[config.mk]
export PLATFORM = sky130hd
export DESIGN_NAME = dram_seq
export DESIGN_NICKNAME = d
export VERILOG_FILES = /design/src/rtl/dram_seq_pkg.sv /design/src/rtl/dram_seq_cfg.sv /design/src/rtl/dram_seq_decode.sv /design/src/rtl/dram_seq_fsm.sv /design/src/rtl/dram_seq.sv
export SDC_FILE = /design/constraint.sdc
export NUM_CORES = 1
export LEC_CHECK = 0
export BUFFER_PORTS_ARGS = -buffer_cell sky130_fd_sc_hd__buf_2
export CAP_MARGIN = 20
export CORE_AREA = 2 2 125 127
export CTS_CLUSTER_SIZE = 16
export DETAILED_ROUTE_END_ITERATION = 6
export DIE_AREA = 0 0 127 129
export HOLD_SLACK_MARGIN = 0.12
export SYNTH_ARGS = -nofsm -noshare
export SYNTH_HDL_FRONTEND = slang
export SYNTH_SLANG_ARGS = --single-unit
[constraint.sdc]
create_clock -name clk -period 3.3 [get_ports clk]
set_input_delay 0.33 -clock clk [delete_from_list [all_inputs] [get_ports clk]]
set_output_delay 0.33 -clock clk [all_outputs]
set_load 0.05 [all_outputs]
[src/rtl/dram_seq_pkg.sv]
`timescale 1ns/1ps
package dram_seq_pkg;
  typedef enum logic [2:0] {
    ST_IDLE, ST_PRE1, ST_PRE2, ST_ROW, ST_COL, ST_END
  } seq_state_e;

  localparam int unsigned SHIFT_BASE = 8;
  localparam logic [7:0]  CFG_MASK   = 8'hEC;
  localparam int unsigned BIT_PRE2   = 7;
  localparam int unsigned BIT_BURST  = 6;
  localparam int unsigned BIT_HOLD   = 5;
  localparam int unsigned SHIFT_LSB  = 2;
endpackage

[src/rtl/dram_seq_cfg.sv]
`timescale 1ns/1ps
module dram_seq_cfg
  import dram_seq_pkg::*;
(
  input  logic       clk,
  input  logic       rst_n,
  input  logic       wr_en,
  input  logic [7:0] wr_data,
  input  logic       quiet,
  output logic [7:0] cfg_q
);
  logic [7:0] pend_q;
  logic       pend_vld;

  always_ff @(posedge clk) begin
    if (!rst_n) begin
      cfg_q    <= 8'h00;
      pend_q   <= 8'h00;
      pend_vld <= 1'b0;
    end else if (quiet) begin
      if (wr_en)         cfg_q <= wr_data & CFG_MASK;
      else if (pend_vld) cfg_q <= pend_q;
      pend_vld <= 1'b0;
    end else if (wr_en) begin
      pend_q   <= wr_data & CFG_MASK;
      pend_vld <= 1'b1;
    end
  end

  AST_CFG_HELD_BUSY: assert property (@(posedge clk) disable iff (!rst_n)
    !quiet |=> $stable(cfg_q));
endmodule

[src/rtl/dram_seq_decode.sv]
`timescale 1ns/1ps
module dram_seq_decode
  import dram_seq_pkg::*;
#(
  parameter int unsigned ADDR_W     = 24,
  parameter int unsigned MA_W       = 12,
  parameter int unsigned NUM_AREAS  = 4,
  parameter int unsigned FIRST_AREA = 2,
  parameter int unsigned AREA_W     = 3,
  localparam int unsigned ROW_W     = ADDR_W - SHIFT_BASE
) (
  input  logic [ADDR_W-1:0]    addr,
  input  logic [NUM_AREAS-1:0] area_en,
  input  logic [1:0]           shift,
  input  logic                 burst,
  input  logic                 row_open,
  input  logic [ROW_W-1:0]     open_row,
  output logic                 is_dram,
  output logic                 page_hit,
  output logic [ROW_W-1:0]     row_key,
  output logic [MA_W-1:0]      row_ma,
  output logic [MA_W-1:0]      col_ma
);
  logic [AREA_W-1:0]    area;
  logic [NUM_AREAS-1:0] area_hit;

  assign area = addr[ADDR_W-1 -: AREA_W];

  for (genvar i = 0; i < NUM_AREAS; i++) begin : g_area
    assign area_hit[i] = area_en[i] && (area == AREA_W'(FIRST_AREA + i));
  end

  assign is_dram  = |area_hit;
  assign row_key  = ROW_W'(addr >> (SHIFT_BASE + 32'(shift)));
  assign row_ma   = row_key[MA_W-1:0];
  assign col_ma   = addr[MA_W-1:0];
  assign page_hit = is_dram && burst && row_open && (row_key == open_row);
endmodule

[src/rtl/dram_seq_fsm.sv]
`timescale 1ns/1ps
module dram_seq_fsm
  import dram_seq_pkg::*;
#(
  parameter int unsigned MA_W  = 12,
  parameter int unsigned ROW_W = 16
) (
  input  logic             clk,
  input  logic             rst_n,
  input  logic             req_valid,
  input  logic             req_write,
  input  logic             is_dram,
  input  logic             page_hit,
  input  logic [ROW_W-1:0] row_key,
  input  logic [MA_W-1:0]  row_ma,
  input  logic [MA_W-1:0]  col_ma,
  input  logic             pre2,
  input  logic             ras_hold,
  output logic             req_ready,
  output logic             resp_valid,
  output logic [MA_W-1:0]  ma,
  output logic             ras_n,
  output logic             cas_n,
  output logic             we_n,
  output logic             row_open,
  output logic [ROW_W-1:0] open_row,
  output logic             quiet
);
  seq_state_e       state;
  logic [MA_W-1:0]  row_q, col_q;
  logic [ROW_W-1:0] key_q;
  logic             wr_q;

  assign req_ready = (state == ST_IDLE);
  assign quiet     = (state == ST_IDLE) && ras_n;

  always_ff @(posedge clk) begin
    if (!rst_n) begin
      state      <= ST_IDLE;
      ras_n      <= 1'b1;
      cas_n      <= 1'b1;
      we_n       <= 1'b1;
      resp_valid <= 1'b0;
      ma         <= '0;
      row_open   <= 1'b0;
      open_row   <= '0;
      row_q      <= '0;
      col_q      <= '0;
      key_q      <= '0;
      wr_q       <= 1'b0;
    end else begin
      case (state)
        ST_IDLE: if (req_valid) begin
          row_q <= row_ma;
          col_q <= col_ma;
          key_q <= row_key;
          wr_q  <= req_write;
          if (!is_dram) begin
            ras_n      <= 1'b1;
            row_open   <= 1'b0;
            resp_valid <= 1'b1;
            state      <= ST_END;
          end else if (page_hit) begin
            ma    <= col_ma;
            cas_n <= 1'b0;
            we_n  <= !req_write;
            state <= ST_COL;
          end else begin
            ras_n    <= 1'b1;
            row_open <= 1'b0;
            state    <= ST_PRE1;
          end
        end
        ST_PRE1: begin
          if (pre2) state <= ST_PRE2;
          else begin
            ma    <= row_q;
            ras_n <= 1'b0;
            state <= ST_ROW;
          end
        end
        ST_PRE2: begin
          ma    <= row_q;
          ras_n <= 1'b0;
          state <= ST_ROW;
        end
        ST_ROW: begin
          ma       <= col_q;
          cas_n    <= 1'b0;
          we_n     <= !wr_q;
          row_open <= 1'b1;
          open_row <= key_q;
          state    <= ST_COL;
        end
        ST_COL: begin
          cas_n      <= 1'b1;
          we_n       <= 1'b1;
          resp_valid <= 1'b1;
          if (!ras_hold) begin
            ras_n    <= 1'b1;
            row_open <= 1'b0;
          end
          state <= ST_END;
        end
        ST_END: begin
          resp_valid <= 1'b0;
          state      <= ST_IDLE;
        end
        default: state <= ST_IDLE;
      endcase
    end
  end

  AST_CAS_UNDER_RAS: assert property (@(posedge clk) disable iff (!rst_n)
    !cas_n |-> !ras_n);
  AST_CAS_ONE_CYCLE: assert property (@(posedge clk) disable iff (!rst_n)
    !cas_n |=> cas_n);
  AST_RESP_PULSE: assert property (@(posedge clk) disable iff (!rst_n)
    resp_valid |=> !resp_valid);
  AST_WE_IN_CAS: assert property (@(posedge clk) disable iff (!rst_n)
    !we_n |-> !cas_n);
  AST_RAS_UP_IDLE: assert property (@(posedge clk) disable iff (!rst_n)
    (req_ready && !ras_hold) |-> ras_n);
endmodule

[src/rtl/dram_seq.sv]
`timescale 1ns/1ps
module dram_seq
  import dram_seq_pkg::*;
#(
  parameter int unsigned ADDR_W    = 24,
  parameter int unsigned MA_W      = 12,
  parameter int unsigned NUM_AREAS = 4,
  localparam int unsigned ROW_W    = ADDR_W - SHIFT_BASE
) (
  input  logic                 clk,
  input  logic                 rst_n,
  input  logic                 req_valid,
  output logic                 req_ready,
  input  logic [ADDR_W-1:0]    req_addr,
  input  logic                 req_write,
  output logic                 resp_valid,
  input  logic [NUM_AREAS-1:0] area_dram_en,
  input  logic                 cfg_we,
  input  logic [7:0]           cfg_wdata,
  output logic [7:0]           cfg_rdata,
  output logic [MA_W-1:0]      dram_ma,
  output logic                 dram_ras_n,
  output logic                 dram_cas_n,
  output logic                 dram_we_n
);
  logic             quiet, is_dram, page_hit, row_open;
  logic [ROW_W-1:0] row_key, open_row;
  logic [MA_W-1:0]  row_ma, col_ma;

  dram_seq_cfg u_cfg (
    .clk(clk), .rst_n(rst_n), .wr_en(cfg_we), .wr_data(cfg_wdata),
    .quiet(quiet), .cfg_q(cfg_rdata)
  );

  dram_seq_decode #(.ADDR_W(ADDR_W), .MA_W(MA_W), .NUM_AREAS(NUM_AREAS)) u_dec (
    .addr(req_addr), .area_en(area_dram_en),
    .shift(cfg_rdata[SHIFT_LSB +: 2]), .burst(cfg_rdata[BIT_BURST]),
    .row_open(row_open), .open_row(open_row), .is_dram(is_dram),
    .page_hit(page_hit), .row_key(row_key), .row_ma(row_ma), .col_ma(col_ma)
  );

  dram_seq_fsm #(.MA_W(MA_W), .ROW_W(ROW_W)) u_fsm (
    .clk(clk), .rst_n(rst_n), .req_valid(req_valid), .req_write(req_write),
    .is_dram(is_dram), .page_hit(page_hit), .row_key(row_key),
    .row_ma(row_ma), .col_ma(col_ma), .pre2(cfg_rdata[BIT_PRE2]),
    .ras_hold(cfg_rdata[BIT_HOLD]), .req_ready(req_ready),
    .resp_valid(resp_valid), .ma(dram_ma), .ras_n(dram_ras_n),
    .cas_n(dram_cas_n), .we_n(dram_we_n), .row_open(row_open),
    .open_row(open_row), .quiet(quiet)
  );
endmodule

==> results.py <==
metrics = {
    "status": {
        "status": "complete, no violations",
    },
    "drt": {
        "drc": 0,
        "ant_nets": 0,
        "wl_per_cell_um": 14.98,
        "vias_per_cell": 4.917,
        "drt-initial-drc-count": 312,
        "drt_pass1_iterations": 5,
        "via_count": 3491,
        "wl_um": 10640,
    },
    "power": {
        "power.density_nw_per_um2": 968.3,
        "p_switching_mw": 1.958,
        "p_int_mw": 2.481,
        "seqPwrFrac_pct": 30.5,
        "p_sw_share_pct": 44.12,
        "power.total_mw": 4.439,
        "clockPowerShare_pct": 21.9,
        "power_frac_comb_pct": 47.5,
        "ir_drop_mv": 0.2681,
        "power_leakage_nw": 1.772,
    },
    "cells_and_area": {
        "drive_above_1_share_pct": 18.97,
        "fin_nets": 559,
        "fillCellCount": 1618,
        "n_antenna_cell": 0,
        "area_delta_synth_final_pct": 18.96,
    },
    "worst_setup_path": {
        "path_class": "register to register",
        "r2r_slack_ps": 420,
        "crit_path_max_fanout": 12,
        "cp.required_ps": 3510,
        "cp_slowest_stage_delay_ps": 600,
        "timing.rr.end": "u_fsm.ma[8]",
        "cp-start-kind": "register",
        "cp_slowest_cell": "dfxtp_1",
        "cp.arrival_ps": 3090,
        "path_buf_inv": 1,
        "r2r_start": "u_cfg.cfg_q[3]",
        "r2r_cells": 7,
        "crit_cells": 7,
        "critical-path-top-delay-family": "compound AO/OA/AOI/OAI gates",
        "path_cells": "mux4_2 > xor2_1 > or4_4 > a2111oi_4 > a41oi_2 > buf_4 > mux2i_1",
        "endpoint_kind": "register",
    },
    "timing": {
        "fin_tns_setup_ps": 0,
        "max_slew_margin_pct": 33.25,
        "tightest_slew_ps": 999.8,
        "finClkSkew_ps": 8.447,
        "period_needed_ps": 2877,
        "fmax_ghz": 0.3476,
        "period_share_pct": 87.17,
        "slew_violations": 0,
        "setup_viol": 0,
        "rsz0062_at_grt": "no",
        "hold_violations": 0,
    },
    "synth": {
        "synth_cells": 474,
        "syn_area_um2": 3854,
        "ys_ff_latch": 76,
        "synth_top_area_share_pct": 39.48,
        "async_reset_ff_share_pct": 0,
        "synth_area_per_cell_um2": 8.130,
        "synth.area.top_cells": "dfxtp_1 39%, nand2_1 10%, mux2i_1 9.4%",
        "ys_seq_area_share_pct": 39.48,
        "yosysMostFrequentCell": "nand2_1",
        "yosys_warnings": 0,
        "synth_flop_cell": "dfxtp_1",
        "ys_top_cells_by_count": "106 x nand2_1, 76 x dfxtp_1, 53 x a21oi_1",
        "synthDistinctLibCells": 48,
        "synth-edff-count": 0,
        "synth_area_leader_cell": "dfxtp_1",
    },
    "clocking": {
        "htree_levels": 3,
        "cts.reportedPaths.clkPinSlew_ps": 60,
        "cts_tree": "built",
        "cts_resized": 0,
        "hold_buffers": 0,
        "insertion_delay_ps": 340,
        "cts.sinks": 76,
        "post-cts-setup-buffers": 0,
        "numCtsBuffers": 9,
        "root_buffer": "clkbuf_16",
        "clk_path_buf_depth": 2,
    },
    "die": {
        "dieArea_um2": 16380,
        "ios": 66,
        "core_um2": 14980,
        "die_w_um": 127,
        "num_rows": 45,
        "die_h_um": 129,
        "start_util_pct": 25.73,
    },
    "min_path": {
        "min-delay-start": "req_addr[3]",
        "hold_class": "input port to register",
        "min_path_cells": 3,
        "whs_endpoint": "u_fsm.col_q[3]",
    },
    "global_route": {
        "first_global_vias": 3442,
        "grt-ovfl-total": 0,
        "grt.total_usage_pct": 13.48,
        "grt_max_degree": 60,
        "grt_pass1_wl_um": 17480,
        "antenna_found_initial": 0,
    },
    "place": {
        "gp_congestion": 0.8180,
        "place_hpwl_um": 7743,
        "portBuffers": 59,
    },
    "run": {
        "cap_violations": 0,
    },
}
[routing by layer]
| metal | global-route usage, % | vias up | part of all wire (%) |
|---|---|---|---|
| met4 | 4.072 | 0 | 0.69 |
| met3 | 3.285 | 8 | 5.1 |
| met5 | 0 | - | 0 |
| met1 | 16.71 | 1635 | 46 |
| li1 | - | 1754 | - |
| met2 | 23.28 | 94 | 49 |
[state kept, by name, summed over array words and instances, names as in the netlist]
| register | cells |
|---|---|
| u_fsm.col_q | 12 |
| u_fsm.we_n | 1 |
| u_fsm.key_q | 16 |
| u_fsm.ras_n | 1 |
| u_fsm.ma | 12 |
| u_fsm.cas_n | 1 |
| u_fsm.state | 3 |
| u_fsm.row_open | 1 |
| u_cfg.cfg_q | 5 |
| u_cfg.pend_q | 5 |
| u_fsm.open_row | 16 |
| u_cfg.pend_vld | 1 |
| u_fsm.resp_valid | 1 |
| u_fsm.wr_q | 1 |
[metrics by stage]
step                      utilization, %  cells  hold slack (ps)  instance area [µm²]  worst slack, ps
after floorplan                        -    476            432.1                 3861            404.3
after global placement             28.66    695            436.6                 4293            474.4
after detailed placement           28.66    695            445.6                 4293            428.0
after CTS                          30.61    710            227.3                 4584            428.3
after global routing               30.61    710            240.1                 4584            238.8
final                              30.61    710            238.3                 4584            423.4
[placed cells by master, fill, tap and decap left out, types with 2 or more instances in the layout]
cell type  synthesis  layout
nand2_1          106     106
dfxtp_1           76      76
buf_2              5      59
a21oi_1           53      53
nor2_1            38      38
mux2i_1           36      36
o22ai_1           16      16
o21ai_0           15      15
a211oi_1          10      10
buf_4              6      10
xnor2_1            9       9
clkbuf_16          0       9
mux4_2             7       7
nor3_1             8       7
nand2b_1           7       7
nand3_1            6       6
nand4_1            4       4
nor2b_1            3       3
inv_1              3       3
xor2_1             3       3
or3_1              3       3
a31oi_1            3       3
and3_1             3       3
conb_1             1       3
or2_2              2       2
a221oi_1           2       2
o2111ai_1          2       2
a311oi_1           2       2
clkinv_2           0       2
[layout make-up]
cell class	instances	area, µm²	area share [%]
inverter	4	15.01	0.3275
clock buffer	11	242.7	5.295
multi-input combinational	358	2151	46.92
clock inverter	4	48.80	1.064
sequential	76	1521	33.19
tap	188	235.2	5.131
timing repair buffer	69	370.4	8.079
[worst register-to-register path: stages (launching register included)]
cell,delay (ps)
dfxtp_1,600
mux4_2,410
xor2_1,160
or4_4,550
a2111oi_4,400
a41oi_2,250
buf_4,260
mux2i_1,140
[cells by family (layout without fill, tap and decap cells)]
logic type	Yosys count	count (layout)	synth area share [%]
buf+inv	42	88	5.032
mux	44	44	13.73
xor+xnor	12	12	2.728
simple gates	185	185	20.52
flops	76	76	39.48
other cells	1	3	0.09731
compound gates	114	114	18.41
[power by group through the flow]
stage               Combinational [mW]  Sequential (mW)  Clock [mW]
global route                      2.31             1.39        1.03
CTS                               2.13             1.36       0.992
global placement                  2.08             1.36           0
detailed placement                2.12             1.37           0
floorplan                         1.37             1.63           0
finish                            2.11             1.36       0.972
[worst max path at each step]
stage / start / endpoint / slack (ps)
finish: u_cfg.cfg_q[3] / u_fsm.ma[8] / 420
global route: u_cfg.cfg_q[3] / u_fsm.state[2] / 240
CTS: u_cfg.cfg_q[3] / u_fsm.ma[8] / 430
detailed placement: u_cfg.cfg_q[3] / u_fsm.ma[4] / 430
global placement: u_cfg.cfg_q[3] / u_fsm.ma[8] / 470
floorplan: u_cfg.cfg_q[2] / u_fsm.ma[10] / 400
Power figures use the tool's default switching activity.
